`src/rtl/biph_pkg.sv`:
```
package biph_pkg;
  // Strobes from the sequencer to the datapath
  typedef struct packed {
    logic load;   // move held word into the shifter, frame starts next cycle
    logic shift;  // advance to the next payload bit
  } biph_strobe_t;
endpackage

```
`src/rtl/biph_ctrl.sv`:
```
module biph_ctrl #(
  parameter int HALF_DIV  = 25,
  parameter int DATA_W    = 16,
  parameter int SYNC_BITS = 3
) (
  input  logic clk,
  input  logic rstN,
  input  logic pendValid,
  output biph_pkg::biph_strobe_t strobe,
  output logic active,
  output logic [$clog2(2*(SYNC_BITS+DATA_W+1))-1:0] halfIdx
);
  localparam int SYNC_HALVES  = 2 * SYNC_BITS;
  localparam int TOTAL_HALVES = 2 * (SYNC_BITS + DATA_W + 1);
  localparam int HW           = $clog2(TOTAL_HALVES);
  localparam int DIV_W        = (HALF_DIV > 1) ? $clog2(HALF_DIV) : 1;
  localparam logic [HW-1:0]    LAST_H    = HW'(TOTAL_HALVES - 1);
  localparam logic [HW-1:0]    FIRST_SH  = HW'(SYNC_HALVES + 1);
  localparam logic [HW-1:0]    LAST_SH   = HW'(SYNC_HALVES + 2 * DATA_W - 1);
  localparam logic [DIV_W-1:0] DIV_LAST  = DIV_W'(HALF_DIV - 1);

  logic [DIV_W-1:0] divCnt;
  logic tick, lastHalf;

  assign tick     = active && (divCnt == DIV_LAST);
  assign lastHalf = (halfIdx == LAST_H);

  always_comb begin
    strobe.load  = pendValid && (!active || (tick && lastHalf));
    strobe.shift = tick && halfIdx[0] && (halfIdx >= FIRST_SH) && (halfIdx <= LAST_SH);
  end

  always_ff @(posedge clk) begin
    if (!rstN) begin
      active  <= 1'b0;
      halfIdx <= '0;
      divCnt  <= '0;
    end else if (strobe.load) begin
      active  <= 1'b1;
      halfIdx <= '0;
      divCnt  <= '0;
    end else if (tick) begin
      divCnt <= '0;
      if (lastHalf) begin
        active  <= 1'b0;
        halfIdx <= '0;
      end else begin
        halfIdx <= halfIdx + 1'b1;
      end
    end else if (active) begin
      divCnt <= divCnt + 1'b1;
    end
  end

  // inside a frame each half boundary steps the index by exactly one
  assert_half_step_R6: assert property (@(posedge clk) disable iff (!rstN)
    (tick && !lastHalf) |=> (active && halfIdx == $past(halfIdx) + 1'b1));

  // a held word at the end of the last half restarts the frame at once
  assert_no_gap_R8: assert property (@(posedge clk) disable iff (!rstN)
    (tick && lastHalf && pendValid) |=> (active && halfIdx == '0 && divCnt == '0));

  // an idle sequencer with nothing held stays idle
  assert_idle_hold_R1: assert property (@(posedge clk) disable iff (!rstN)
    (!active && !pendValid) |=> !active);
endmodule

```
`src/rtl/biph_datapath.sv`:
```
module biph_datapath #(
  parameter int DATA_W    = 16,
  parameter int SYNC_BITS = 3
) (
  input  logic clk,
  input  logic rstN,
  input  logic [DATA_W-1:0] wordIn,
  input  logic isData,
  input  logic startIn,
  input  biph_pkg::biph_strobe_t strobe,
  input  logic active,
  input  logic [$clog2(2*(SYNC_BITS+DATA_W+1))-1:0] halfIdx,
  output logic pendValid,
  output logic readyOut,
  output logic driveHi,
  output logic driveLo
);
  localparam int SYNC_HALVES  = 2 * SYNC_BITS;
  localparam int TOTAL_HALVES = 2 * (SYNC_BITS + DATA_W + 1);
  localparam int HW           = $clog2(TOTAL_HALVES);
  localparam logic [HW-1:0] SYNC_END = HW'(SYNC_HALVES);
  localparam logic [HW-1:0] SYNC_MID = HW'(SYNC_BITS);
  localparam logic [HW-1:0] DATA_END = HW'(SYNC_HALVES + 2 * DATA_W);

  logic [DATA_W-1:0] pendWord, shiftReg;
  logic pendData, curData, curParity;
  logic accept, bitVal, level;

  assign readyOut = !pendValid;
  assign accept   = startIn && readyOut;

  // Holding register
  always_ff @(posedge clk) begin
    if (!rstN) begin
      pendValid <= 1'b0;
      pendWord  <= '0;
      pendData  <= 1'b0;
    end else if (strobe.load) begin
      pendValid <= 1'b0;
    end else if (accept) begin
      pendValid <= 1'b1;
      pendWord  <= wordIn;
      pendData  <= isData;
    end
  end

  // Output shifter and frame attributes
  always_ff @(posedge clk) begin
    if (!rstN) begin
      shiftReg  <= '0;
      curData   <= 1'b0;
      curParity <= 1'b0;
    end else if (strobe.load) begin
      shiftReg  <= pendWord;
      curData   <= pendData;
      curParity <= ~^pendWord;
    end else if (strobe.shift) begin
      shiftReg <= {shiftReg[DATA_W-2:0], 1'b0};
    end
  end

  // Line level for the current half-bit
  always_comb begin
    bitVal = (halfIdx < DATA_END) ? shiftReg[DATA_W-1] : curParity;
    if (halfIdx < SYNC_END)
      level = (halfIdx < SYNC_MID) ^ curData;
    else
      level = halfIdx[0] ? !bitVal : bitVal;
  end

  assign driveHi = active && level;
  assign driveLo = active && !level;

  // an accepted word closes the handshake on the next cycle
  assert_accept_busy_R7: assert property (@(posedge clk) disable iff (!rstN)
    (startIn && readyOut) |=> !readyOut);

  // a held word is not overwritten while waiting
  assert_pend_stable_R7: assert property (@(posedge clk) disable iff (!rstN)
    (pendValid && !strobe.load) |=> ($stable(pendWord) && $stable(pendData)));

  // the shifter moves payload toward the MSB one place per bit
  assert_msb_first_R4: assert property (@(posedge clk) disable iff (!rstN)
    strobe.shift |=> (shiftReg[DATA_W-1] == $past(shiftReg[DATA_W-2])));

  // a command/status frame opens at the high level
  assert_cmd_sync_R2: assert property (@(posedge clk) disable iff (!rstN)
    (active && halfIdx == '0 && !curData) |-> (driveHi && !driveLo));

  // never both drives
  assert_one_drive_R9: assert property (@(posedge clk) disable iff (!rstN)
    !(driveHi && driveLo));
endmodule

```
`src/rtl/biph_word_encoder.sv`:
```
module biph_word_encoder #(
  parameter int HALF_DIV  = 25,
  parameter int DATA_W    = 16,
  parameter int SYNC_BITS = 3
) (
  input  logic              clk,
  input  logic              rstN,
  input  logic [DATA_W-1:0] wordIn,
  input  logic              isData,
  input  logic              startIn,
  output logic              readyOut,
  output logic              driveHi,
  output logic              driveLo
);
  localparam int HW = $clog2(2 * (SYNC_BITS + DATA_W + 1));

  biph_pkg::biph_strobe_t strobe;
  logic          active;
  logic          pendValid;
  logic [HW-1:0] halfIdx;

  biph_ctrl #(.HALF_DIV(HALF_DIV), .DATA_W(DATA_W), .SYNC_BITS(SYNC_BITS)) i_ctrl (
    .clk(clk), .rstN(rstN), .pendValid(pendValid),
    .strobe(strobe), .active(active), .halfIdx(halfIdx));

  biph_datapath #(.DATA_W(DATA_W), .SYNC_BITS(SYNC_BITS)) i_dp (
    .clk(clk), .rstN(rstN), .wordIn(wordIn), .isData(isData), .startIn(startIn),
    .strobe(strobe), .active(active), .halfIdx(halfIdx),
    .pendValid(pendValid), .readyOut(readyOut), .driveHi(driveHi), .driveLo(driveLo));
endmodule

```
`config.mk`:
```
export PLATFORM = sky130hd
export DESIGN_NAME = biph_word_encoder
export DESIGN_NICKNAME = d
export VERILOG_FILES = /design/src/rtl/biph_pkg.sv /design/src/rtl/biph_ctrl.sv /design/src/rtl/biph_datapath.sv /design/src/rtl/biph_word_encoder.sv
export SDC_FILE = /design/constraint.sdc
export NUM_CORES = 1
export LEC_CHECK = 0
export ABC_AREA = 1
export BUFFER_PORTS_ARGS = -buffer_cell sky130_fd_sc_hd__buf_2
export CORE_ASPECT_RATIO = 1.5
export CORE_MARGIN = 3
export CORE_UTILIZATION = 54
export CTS_CLUSTER_DIAMETER = 80
export CTS_CLUSTER_SIZE = 14
export DETAILED_ROUTE_END_ITERATION = 7
export HOLD_SLACK_MARGIN = 0.12
export PLACE_DENSITY = 0.77
export SETUP_SLACK_MARGIN = 0.02
export SYNTH_ARGS = -nofsm -noshare
export SYNTH_HDL_FRONTEND = slang
export SYNTH_SLANG_ARGS = --single-unit
```
`constraint.sdc`:
```
create_clock -name clk -period 1.5 [get_ports clk]
set_input_delay 0.075 -clock clk [delete_from_list [all_inputs] [get_ports clk]]
set_output_delay 0.075 -clock clk [all_outputs]
set_load 0.01 [all_outputs]
```
==> results of run 1 <==
repair_timing:
| action | CTS | global route |
|---|---|---|
| buffers inserted | 6 | 4 |
| endpoints found under the hold margin | 18 | 0 |
| endpoints found under the setup margin | 27 | 32 |
| cloned | 2 | 1 |
| gates resized for setup | 24 | 83 |
| pin swaps | 11 | 33 |
| hold buffers | 18 | 0 |
metrics by stage:
step	worst slack, ps	hold slack, ps
6_report	-290	212
5_1_grt	-366	226
4_1_cts	-215	174
3_5_place_dp	-86.0	307
3_3_place_gp	-22.4	297
2_1_floorplan	-53.3	210
critical path, cell delays in order (launching register included):
cell and delay [ps]:
sky130_fd_sc_hd__dfxtp_2 360, sky130_fd_sc_hd__nor2_4 130, sky130_fd_sc_hd__buf_4 110, sky130_fd_sc_hd__nand2_1 50, sky130_fd_sc_hd__nor2_2 150, sky130_fd_sc_hd__nand2_4 100
sky130_fd_sc_hd__nand2_4 100, sky130_fd_sc_hd__nand2_8 100, sky130_fd_sc_hd__buf_6 150, sky130_fd_sc_hd__nand2_8 110, sky130_fd_sc_hd__clkinv_8 110, sky130_fd_sc_hd__nor2_4 150
sky130_fd_sc_hd__nor2_2 50
path summary, 6_finish.rpt:
| path | slack, ps | to | cells past startpoint |
|---|---|---|---|
| worst max-delay path | -290 | i_dp.shiftReg[7] | 12 |
| worst min-delay path | 210 | i_dp.curData | 3 |
| worst max register to register | -290 | i_dp.shiftReg[7] | 12 |
| worst min register to register | 510 | i_dp.pendWord[9] | 2 |
power by group through the flow:
stage	clock (mW)	sequential (mW)	combinational, mW
floorplan	0	1.44	0.495
global placement	0	1.45	0.610
detailed placement	0	1.45	0.625
CTS	0.832	1.42	0.721
global route	0.896	1.44	0.964
finish	0.822	1.43	0.874
final cells by class:
type | count | share of cell area (%)
clock inverter | 2 | 0.268
multi-input combinational | 307 | 46.4
timing repair inverter | 1 | 0.302
inverter | 41 | 4.52
timing repair buffer | 75 | 18.0
clock buffer | 6 | 2.21
sequential | 48 | 26.1
tap | 64 | 2.14
registers in the layout, indices dropped and copies added (netlist names):
signal,cells
i_dp.pendWord,16
i_dp.curData,1
i_dp.pendData,1
i_ctrl.divCnt,5
i_dp.curParity,1
i_ctrl.halfIdx,6
i_dp.pendValid,1
i_ctrl.active,1
i_dp.shiftReg,16
kinds of logic after synthesis:
| family | share of synthesized area, % |
|---|---|
| buffers and inverters | 10.0 |
| and+or+nand+nor | 37.8 |
| AOI/OAI and AO/OA | 12.6 |
| xor gates and xnor gates | 1.63 |
| DFF | 35.7 |
| adders and majority gates | 2.33 |
layer usage:
layer | vias up | global-route usage (%) | part of all wire [%]
li1 | 1423 | - | -
met1 | 1297 | 24.1 | 38
met2 | 83 | 39.6 | 54
met3 | 35 | 4.73 | 3.4
met4 | 0 | 13.2 | 4.9
met5 | - | 0 | 0
cell usage after synthesis, drive strengths merged:
| library cell | instances | area share (%) |
|---|---|---|
| a21oi | 26 | 5.0 |
| buf | 11 | 3.4 |
| clkbuf | 6 | 0.84 |
| dfxtp | 48 | 36 |
| ha | 5 | 2.3 |
| inv | 41 | 5.7 |
| nand2 | 146 | 22 |
| nand3 | 7 | 1.5 |
| nand3b | 15 | 4.2 |
| nand4 | 1 | 0.23 |
| nor2 | 58 | 8.8 |
| nor3 | 5 | 0.93 |
| nor3b | 1 | 0.28 |
| o211ai | 1 | 0.28 |
| o21ai | 37 | 7.3 |
| xnor2 | 4 | 1.3 |
| xor2 | 1 | 0.33 |
placed cells by master, fill, tap and decap left out, drive strengths merged:
| cell type | netlist | routed |
|---|---|---|
| inv | 41 | 41 |
| o211ai | 1 | 1 |
| nor3 | 5 | 5 |
| nor2 | 58 | 58 |
| dlygate4sd3 | 0 | 18 |
| xor2 | 1 | 1 |
| clkinv | 0 | 3 |
| nand4 | 1 | 1 |
| buf | 11 | 57 |
| dfxtp | 48 | 48 |
| a21oi | 26 | 26 |
| nand3 | 7 | 7 |
| nor3b | 1 | 1 |
| ha | 5 | 5 |
| nand2 | 146 | 146 |
| nand3b | 15 | 15 |
| clkbuf | 6 | 6 |
| o21ai | 37 | 37 |
| xnor2 | 4 | 4 |
==> flow_summary.yaml, run 1 <==
run_status:
  run_status: "complete, but fails checks"
  failed_checks: "negative setup slack"
sta:
  final.setup.tns_ps: -4830
  timing.final.ws_setup_ps: -290
  grt_setup_unrepaired: "yes"
  finalCriticalPeriod_ps: 1790
  fin_skew_ps: 4.39
  period_share_pct: 119
  final_count_of_negative_setup_slack_endpoints: 32
  finalMaxSlewViolations: 0
  max-slew-margin-rel_pct: 70.6
  max_freq_mhz: 559
  final-hold-violation-count: 0
  timing_worst_slew_pin_value_ps: 442
power:
  power.sequential.fraction_pct: 45.7
  power.clock.fraction_pct: 26.3
  peakVddDrop_mv: 0.853
  combPwrFrac_pct: 28.0
  total_design_power_mw: 3.12
  switchingPower_mw: 1.02
  power_leakage_nw: 1.73
  power.internal_mw: 2.11
  sw_frac_of_total_pct: 32.6
  p_per_area_mw_per_mm2: 836
clock_network:
  worst_setup_hold_path_clk_slew_ps: 90
  root_buffer: "sky130_fd_sc_hd__clkbuf_8"
  ctsHtreeMaxLevel: 2
  insertion_delay_ps: 310
  cts_inserted_buffers: 5
  clock_sinks: 48
  cts_buffer_depth: 2
  tritoncts: "yes"
cells_and_area:
  finish.net_count: 504
  finalCoreUtilization_pct: 80.2
  area_taken_by_flip_flops_and_latches_um2: 976
  total_area_of_multi_input_combinational_cells_mm2: 0.00173
  layout.filler_cells: 323
  synthToLayoutAreaGrowth_pct: 38.8
  final_cells: 544
  finish.instance_area_mm2: 0.00373
  share_of_final_layout_standard_cells_stronger_than_drive_strength_1_pct: 29.2
  antennaDiodeCount: 0
detailed_routing:
  drt_iter0_drc: 131
  dr_pass1_iterations: 4
  viasPerCell: 5.22
  drt_drc_violations_left: 0
  wire_per_inst_um: 13.2
  route.antenna.remaining_nets: 0
  routed_wl_mm: 7.16
  via_count: 2838
synth:
  synth_warn: 0
  synthesis.area_per_instance_um2: 6.51
  area_of_the_mapped_netlist_mm2: 0.00269
  synth_seq_cells: 48
  postSynthCellCount: 413
  yosysSeqAreaShare_pct: 35.7
  synth_cell_types: 26
  synth.net_count: 438
global_route:
  grt_antenna_before_repair: 0
  grt_first_pass_wirelength_mm: 10.6
  number_of_global_route_vias_before_repair: 2448
  gr-usage-all-layers_pct: 22.4
  grt.overflow.total: 0
  grt_start_max_net_pins: 34
critical_path:
  reg2reg_from: "i_ctrl.halfIdx[4]"
  worstSetupPathType: "flop to flop"
  critPathCaptureType: "flop"
  biggest_fanout_along_the_worst_timing_path: 8
  crit_path_start_kind: "flop"
  cp_data_arrival_time_ps: 2000
  worstPathRequired_ps: 1710
  crit_start: "i_ctrl.halfIdx[4]"
floorplan:
  io_pins: 23
  initial_utilization_pct: 57.8
  design.die.area_mm2: 0.00588
  die_height_um: 92.4
  placement_rows: 30
  die-width_um: 63.6
  core_area_mm2: 0.00465
flow_run:
  maxCapViolations: 0
placement:
  routabilityCongestion: 0.895
  dp.cells: 506
  port_buffers: 22
  post_dp_cell_area_mm2: 0.00300
  hpwl_mm: 4.00
hold_path:
  hold_path_class: "input port to flop"
  hold_path.startpoint: "rstN"
(Power assumes the default switching activity.)
==> inputs of run 2 (changes only) <==
CORE_UTILIZATION = 40   (was 54)
PLACE_DENSITY = 0.68   (was 0.77)
==> run 2 against run 1 <==
Highest routed layer unchanged. Sequential share of layout area fell by 0.61 points. The run still ends with negative setup slack left. Largest cell class unchanged. Critical endpoint is now driveLo. Combinational power fell by 2%. First-iteration DRC count fell by 11%.
==> flow_summary.yaml, run 2 (synthesis gave the netlist of run 1 again) <==
run_status:
  run_status: "complete, but fails checks"
  failed_checks: "negative setup slack"
sta:
  final_count_of_negative_setup_slack_endpoints: 32
  max_freq_mhz: 618
  finalCriticalPeriod_ps: 1620
  fin_skew_ps: 7.91
  max-slew-margin-rel_pct: 70.4
  period_share_pct: 108
  worst_hold_margin_ps: 178
  timing.final.ws_setup_ps: -119
  final-hold-violation-count: 0
  grt_setup_unrepaired: "yes"
  finalMaxSlewViolations: 0
  timing_worst_slew_pin_value_ps: 443
floorplan:
  initial_utilization_pct: 41.2
  placement_rows: 36
  die_height_um: 106
  die-width_um: 73.0
  design.die.area_mm2: 0.00777
  core_area_mm2: 0.00653
  io_pins: 23
critical_path:
  crit_cells: 7
  crit_start: "i_ctrl.halfIdx[0]"
  critical-path-max-stage-delay_ps: 370
  biggest_fanout_along_the_worst_timing_path: 4
  rrSetupSlack_ps: -110
  worstPathRequired_ps: 1420
  path_buf_inv: 2
  critPathCaptureType: "primary output"
  worstSetupPathType: "flop to primary output"
  cp_data_arrival_time_ps: 1540
  cell_family_with_most_cp_delay: "flip-flops"
  worst_setup_path_endpoint: "driveLo"
  crit_path_start_kind: "flop"
  path_cells: "ha_4 > buf_6 > nor2_4 > xnor2_1 > nand2_1 > a21oi_1 > buf_2"
  worstReg2RegEnd: "i_dp.shiftReg[13]"
  reg2reg_from: "i_ctrl.divCnt[1]"
  ff2ff_path_depth: 12
  worst_path_max_delay_cell: "sky130_fd_sc_hd__dfxtp_4"
detailed_routing:
  via_count: 2788
  routed_wl_mm: 7.03
  drt_drc_violations_left: 0
  dr_pass1_iterations: 4
  route.antenna.remaining_nets: 0
  drt_iter0_drc: 117
  wire_per_inst_um: 12.5
  viasPerCell: 4.95
placement:
  hpwl_mm: 4.23
  routabilityCongestion: 0.805
  port_buffers: 22
  post-place-ws_ps: -163
power:
  total_design_power_mw: 3.11
  p_per_area_mw_per_mm2: 814
  power_leakage_nw: 1.78
  peakVddDrop_mv: 0.852
flow_run:
  maxCapViolations: 0
cells_and_area:
  share_of_final_layout_standard_cells_stronger_than_drive_strength_1_pct: 27.9
  layout_top_registers: "i_dp.pendWord: 16 flops, i_dp.shiftReg: 16 flops, i_ctrl.halfIdx: 6 flops"
  finalCoreUtilization_pct: 58.5
  layout.filler_cells: 538
  antennaDiodeCount: 0
  mostFrequentLayoutCell: "sky130_fd_sc_hd__nand2_1"
  finish.net_count: 511
  synthToLayoutAreaGrowth_pct: 42.0
  final_cell_mix: "124 x sky130_fd_sc_hd__nand2_1, 49 x sky130_fd_sc_hd__nor2_1, 41 x sky130_fd_sc_hd__dfxtp_1"
global_route:
  number_of_global_route_vias_before_repair: 2539
  gr-usage-all-layers_pct: 17.4
  grt.overflow.total: 0
  grt_start_max_net_pins: 34
  grt_first_pass_wirelength_mm: 10.9
  grt_antenna_before_repair: 0
clock_network:
  tritoncts: "yes"
  ctsHtreeMaxLevel: 2
  worst_setup_hold_path_clk_slew_ps: 90
  cts_inserted_buffers: 5
  insertion_delay_ps: 310
  root_buffer: "sky130_fd_sc_hd__clkbuf_8"
  clock_sinks: 48
  cts_buffer_depth: 2
hold_path:
  hold_path_class: "input port to flop"
-- run 2: layout make-up --
type / instances / area (µm²) / area share [%]
Sequential cell: 48 / 975 / 25.5
Clock inverter: 2 / 10.0 / 0.262
Inverter: 41 / 169 / 4.42
Multi-Input combinational cell: 308 / 1720 / 45.1
Timing Repair Buffer: 82 / 767 / 20.1
Tap cell: 76 / 95.1 / 2.49
Clock buffer: 6 / 82.6 / 2.16
-- run 2: worst min-delay path by stage --
stage	cells after the start	end	start
final	3	i_dp.pendWord[0]	rstN
after global placement	3	i_dp.pendData	isData
after floorplan	2	i_dp.pendData	isData
after global routing	3	i_dp.pendWord[0]	rstN
after CTS	3	i_dp.pendWord[0]	rstN
after detailed placement	3	i_dp.pendData	isData
-- run 2: what timing repair did --
| action | CTS | global route |
|---|---|---|
| hold buffers | 18 | 0 |
| pin swaps | 17 | 14 |
| gates cloned | 2 | 3 |
| gates resized for setup | 53 | 39 |
| hold endpoints to repair | 18 | 0 |
| buffers inserted | 9 | 4 |
| endpoints found under the setup margin | 32 | 32 |
-- run 2: worst reg2reg max path: cells and delay by family, from the launching register on --
family | cells | cell delay (ps)
fa+ha+maj | 1 | 140
buf+inv | 3 | 380
flops | 1 | 340
simple gates | 8 | 690
-- run 2: routing by layer --
| layer | up-vias | part of all wire (%) | global-route usage, % |
|---|---|---|---|
| met5 | - | 0 | 0 |
| met4 | 0 | 2.7 | 5.15 |
| met3 | 17 | 2.6 | 3.50 |
| met2 | 51 | 56 | 33.1 |
| met1 | 1282 | 39 | 18.7 |
| li1 | 1438 | - | - |
-- run 2: report_power, final --
group / internal [mW] / total (mW) / switching (mW)
Combinational: 0.392 / 0.860 / 0.468
Sequential: 1.36 / 1.43 / 0.0700
Clock: 0.369 / 0.816 / 0.448
Total: 2.12 / 3.11 / 0.986
-- run 2: metrics by stage --
step | std cells | area (µm²) | TNS [ps]
after floorplan | 413 | 2720 | -532
after global placement | 520 | 3030 | -602
after detailed placement | 520 | 3030 | -1630
after CTS | 556 | 3570 | -1760
after global routing | 563 | 3820 | -4680
final | 563 | 3820 | -2260
==> inputs of run 3 (changes only) <==
PLACE_DENSITY = unset   (was 0.68)
==> run 3 against run 2 <==
Flip-flop and latch count is the same. Highest routed layer unchanged. Largest cell class unchanged. Via count fell by 0.90%. Clock power rose by 27%. The run still ends with negative setup slack left. Setup slack worse by 30 ps. Register-to-register slack improved by 20 ps. Sequential share of layout area is essentially flat. Global-route usage is 1.3 points higher. Critical path depth grew 4.
==> flow_summary.yaml, run 3 (synthesis gave the netlist of run 1 again) <==
run_status:
  run_status: "complete, but fails checks"
  failed_checks: "negative setup slack"
clock_network:
  worst_setup_hold_path_clk_slew_ps: 90
  root_buffer: "sky130_fd_sc_hd__clkbuf_8"
  cts_inserted_buffers: 5
  clock_sinks: 48
  insertion_delay_ps: 310
  cts_buffer_depth: 2
  ctsHtreeMaxLevel: 2
  tritoncts: "yes"
floorplan:
  initial_utilization_pct: 41.2
  io_pins: 23
  die_height_um: 106
  die-width_um: 73.0
  design.die.area_mm2: 0.00777
  core_area_mm2: 0.00653
  placement_rows: 36
sta:
  final_count_of_negative_setup_slack_endpoints: 31
  period_share_pct: 110
  grt_setup_unrepaired: "yes"
  fin_skew_ps: 13.2
  timing_worst_slew_pin_value_ps: 358
  timing.final.ws_setup_ps: -149
  finalMaxSlewViolations: 0
  max-slew-margin-rel_pct: 76.2
  max_freq_mhz: 606
  final-hold-violation-count: 0
  finalCriticalPeriod_ps: 1650
critical_path:
  rrSetupSlack_ps: -90
  path_cells: "nor2_4 > buf_6 > nand2_4 > nand2_2 > nand2_2 > nand2_1 > nand2_1 > o211ai_1 > nand2_1 > nor2_1 > buf_2"
  cp_data_arrival_time_ps: 1570
  worstSetupPathType: "flop to primary output"
  critPathCaptureType: "primary output"
  worst_path_max_delay_cell: "sky130_fd_sc_hd__dfxtp_2"
  cell_family_with_most_cp_delay: "simple AND/OR/NAND/NOR gates"
  biggest_fanout_along_the_worst_timing_path: 4
  worstPathRequired_ps: 1420
  worst_path_most_repeated_cell: "sky130_fd_sc_hd__nand2_1"
  crit_path_start_kind: "flop"
  critical-path-max-stage-delay_ps: 350
  path_buf_inv: 2
cells_and_area:
  share_of_final_layout_standard_cells_stronger_than_drive_strength_1_pct: 29.0
  mostFrequentLayoutCell: "sky130_fd_sc_hd__nand2_1"
  synthToLayoutAreaGrowth_pct: 42.1
  finalCoreUtilization_pct: 58.5
  finish.net_count: 514
  antennaDiodeCount: 0
  layout_top_registers: "i_dp.pendWord: 16 flops, i_dp.shiftReg: 16 flops, i_ctrl.halfIdx: 6 flops"
  final_cell_mix: "123 x sky130_fd_sc_hd__nand2_1, 44 x sky130_fd_sc_hd__nor2_1, 41 x sky130_fd_sc_hd__dfxtp_1"
  finish.instance_area_mm2: 0.00382
global_route:
  gr-usage-all-layers_pct: 18.7
  grt_first_pass_wirelength_mm: 11.6
  grt_antenna_before_repair: 0
  grt.overflow.total: 0
  number_of_global_route_vias_before_repair: 2740
  grt_start_max_net_pins: 33
detailed_routing:
  viasPerCell: 4.88
  dr_pass1_iterations: 4
  drt_iter0_drc: 86
  via_count: 2763
  routed_wl_mm: 6.99
  route.antenna.remaining_nets: 0
  wire_per_inst_um: 12.3
  drt_drc_violations_left: 0
placement:
  routabilityCongestion: 0.837
  post-place-ws_ps: -100
  port_buffers: 22
  post_dp_cell_area_mm2: 0.00303
  hpwl_mm: 4.34
hold_path:
  hold_path_class: "input port to flop"
power:
  peakVddDrop_mv: 0.853
  p_per_area_mw_per_mm2: 858
  total_design_power_mw: 3.28
  power_leakage_nw: 1.80
flow_run:
  maxCapViolations: 0
-- run 3: what timing repair did --
action,4_1_cts,5_1_grt
setup buffers,8,6
gates cloned,3,2
setup endpoints to repair,29,48
pin swaps,23,28
endpoints found under the hold margin,18,0
gates resized for setup,61,33
hold buffers,18,0
-- run 3: metal layers --
layer  vias up  track usage (%)  wire [µm]
li1       1435                -          -
met1      1277             19.9       2750
met2        40             35.3       3940
met4         0             7.12        129
met3        11             3.31        166
met5         -                0          0
-- run 3: area by class of cell --
class,instances,area (µm²)
fillers,588,2710
multi-input cells,308,1710
flip-flops and latches,48,977
repair buffers,84,732
inverters,41,170
clock buffers,7,96.3
well taps,76,95.1
clock inverters,1,30.0
repair inverters,1,7.51
-- run 3: final timing paths --
| kind | startpoint | to | depth (start not counted) |
|---|---|---|---|
| setup / recovery | i_ctrl.halfIdx[3] | driveHi | 11 |
| hold / removal | rstN | i_dp.pendWord[6] | 3 |
| setup reg to reg | i_ctrl.halfIdx[0] | i_dp.shiftReg[8] | 11 |
| hold reg to reg | i_dp.pendData | i_dp.curData | 2 |
-- run 3: power by group --
part           switching [mW]  leakage [nW]  internal, mW
registers              0.0628         0.399          1.36
logic                   0.457          1.34         0.358
clock network           0.450        0.0645         0.589
total                   0.971          1.80          2.31
-- run 3: worst register-to-register path, cell delays in order (launching register included) --
cell and delay [ps]:
sky130_fd_sc_hd__dfxtp_4 380, sky130_fd_sc_hd__buf_4 110, sky130_fd_sc_hd__inv_1 50, sky130_fd_sc_hd__ha_1 180, sky130_fd_sc_hd__nand3b_1 160, sky130_fd_sc_hd__nand2_1 70
sky130_fd_sc_hd__nand2_1 80, sky130_fd_sc_hd__nand2_4 130, sky130_fd_sc_hd__clkbuf_16 160, sky130_fd_sc_hd__nand3b_1 80, sky130_fd_sc_hd__nand2_1 60, sky130_fd_sc_hd__nor2_1 40
-- run 3: metrics by stage --
step                cells  hold slack, ps  setup TNS, ps
finish                566             188          -1790
global route          566             228          -4770
detailed placement    522             302          -1150
global placement      522             311           -507
floorplan             413             210           -532
CTS                   559             180          -2050
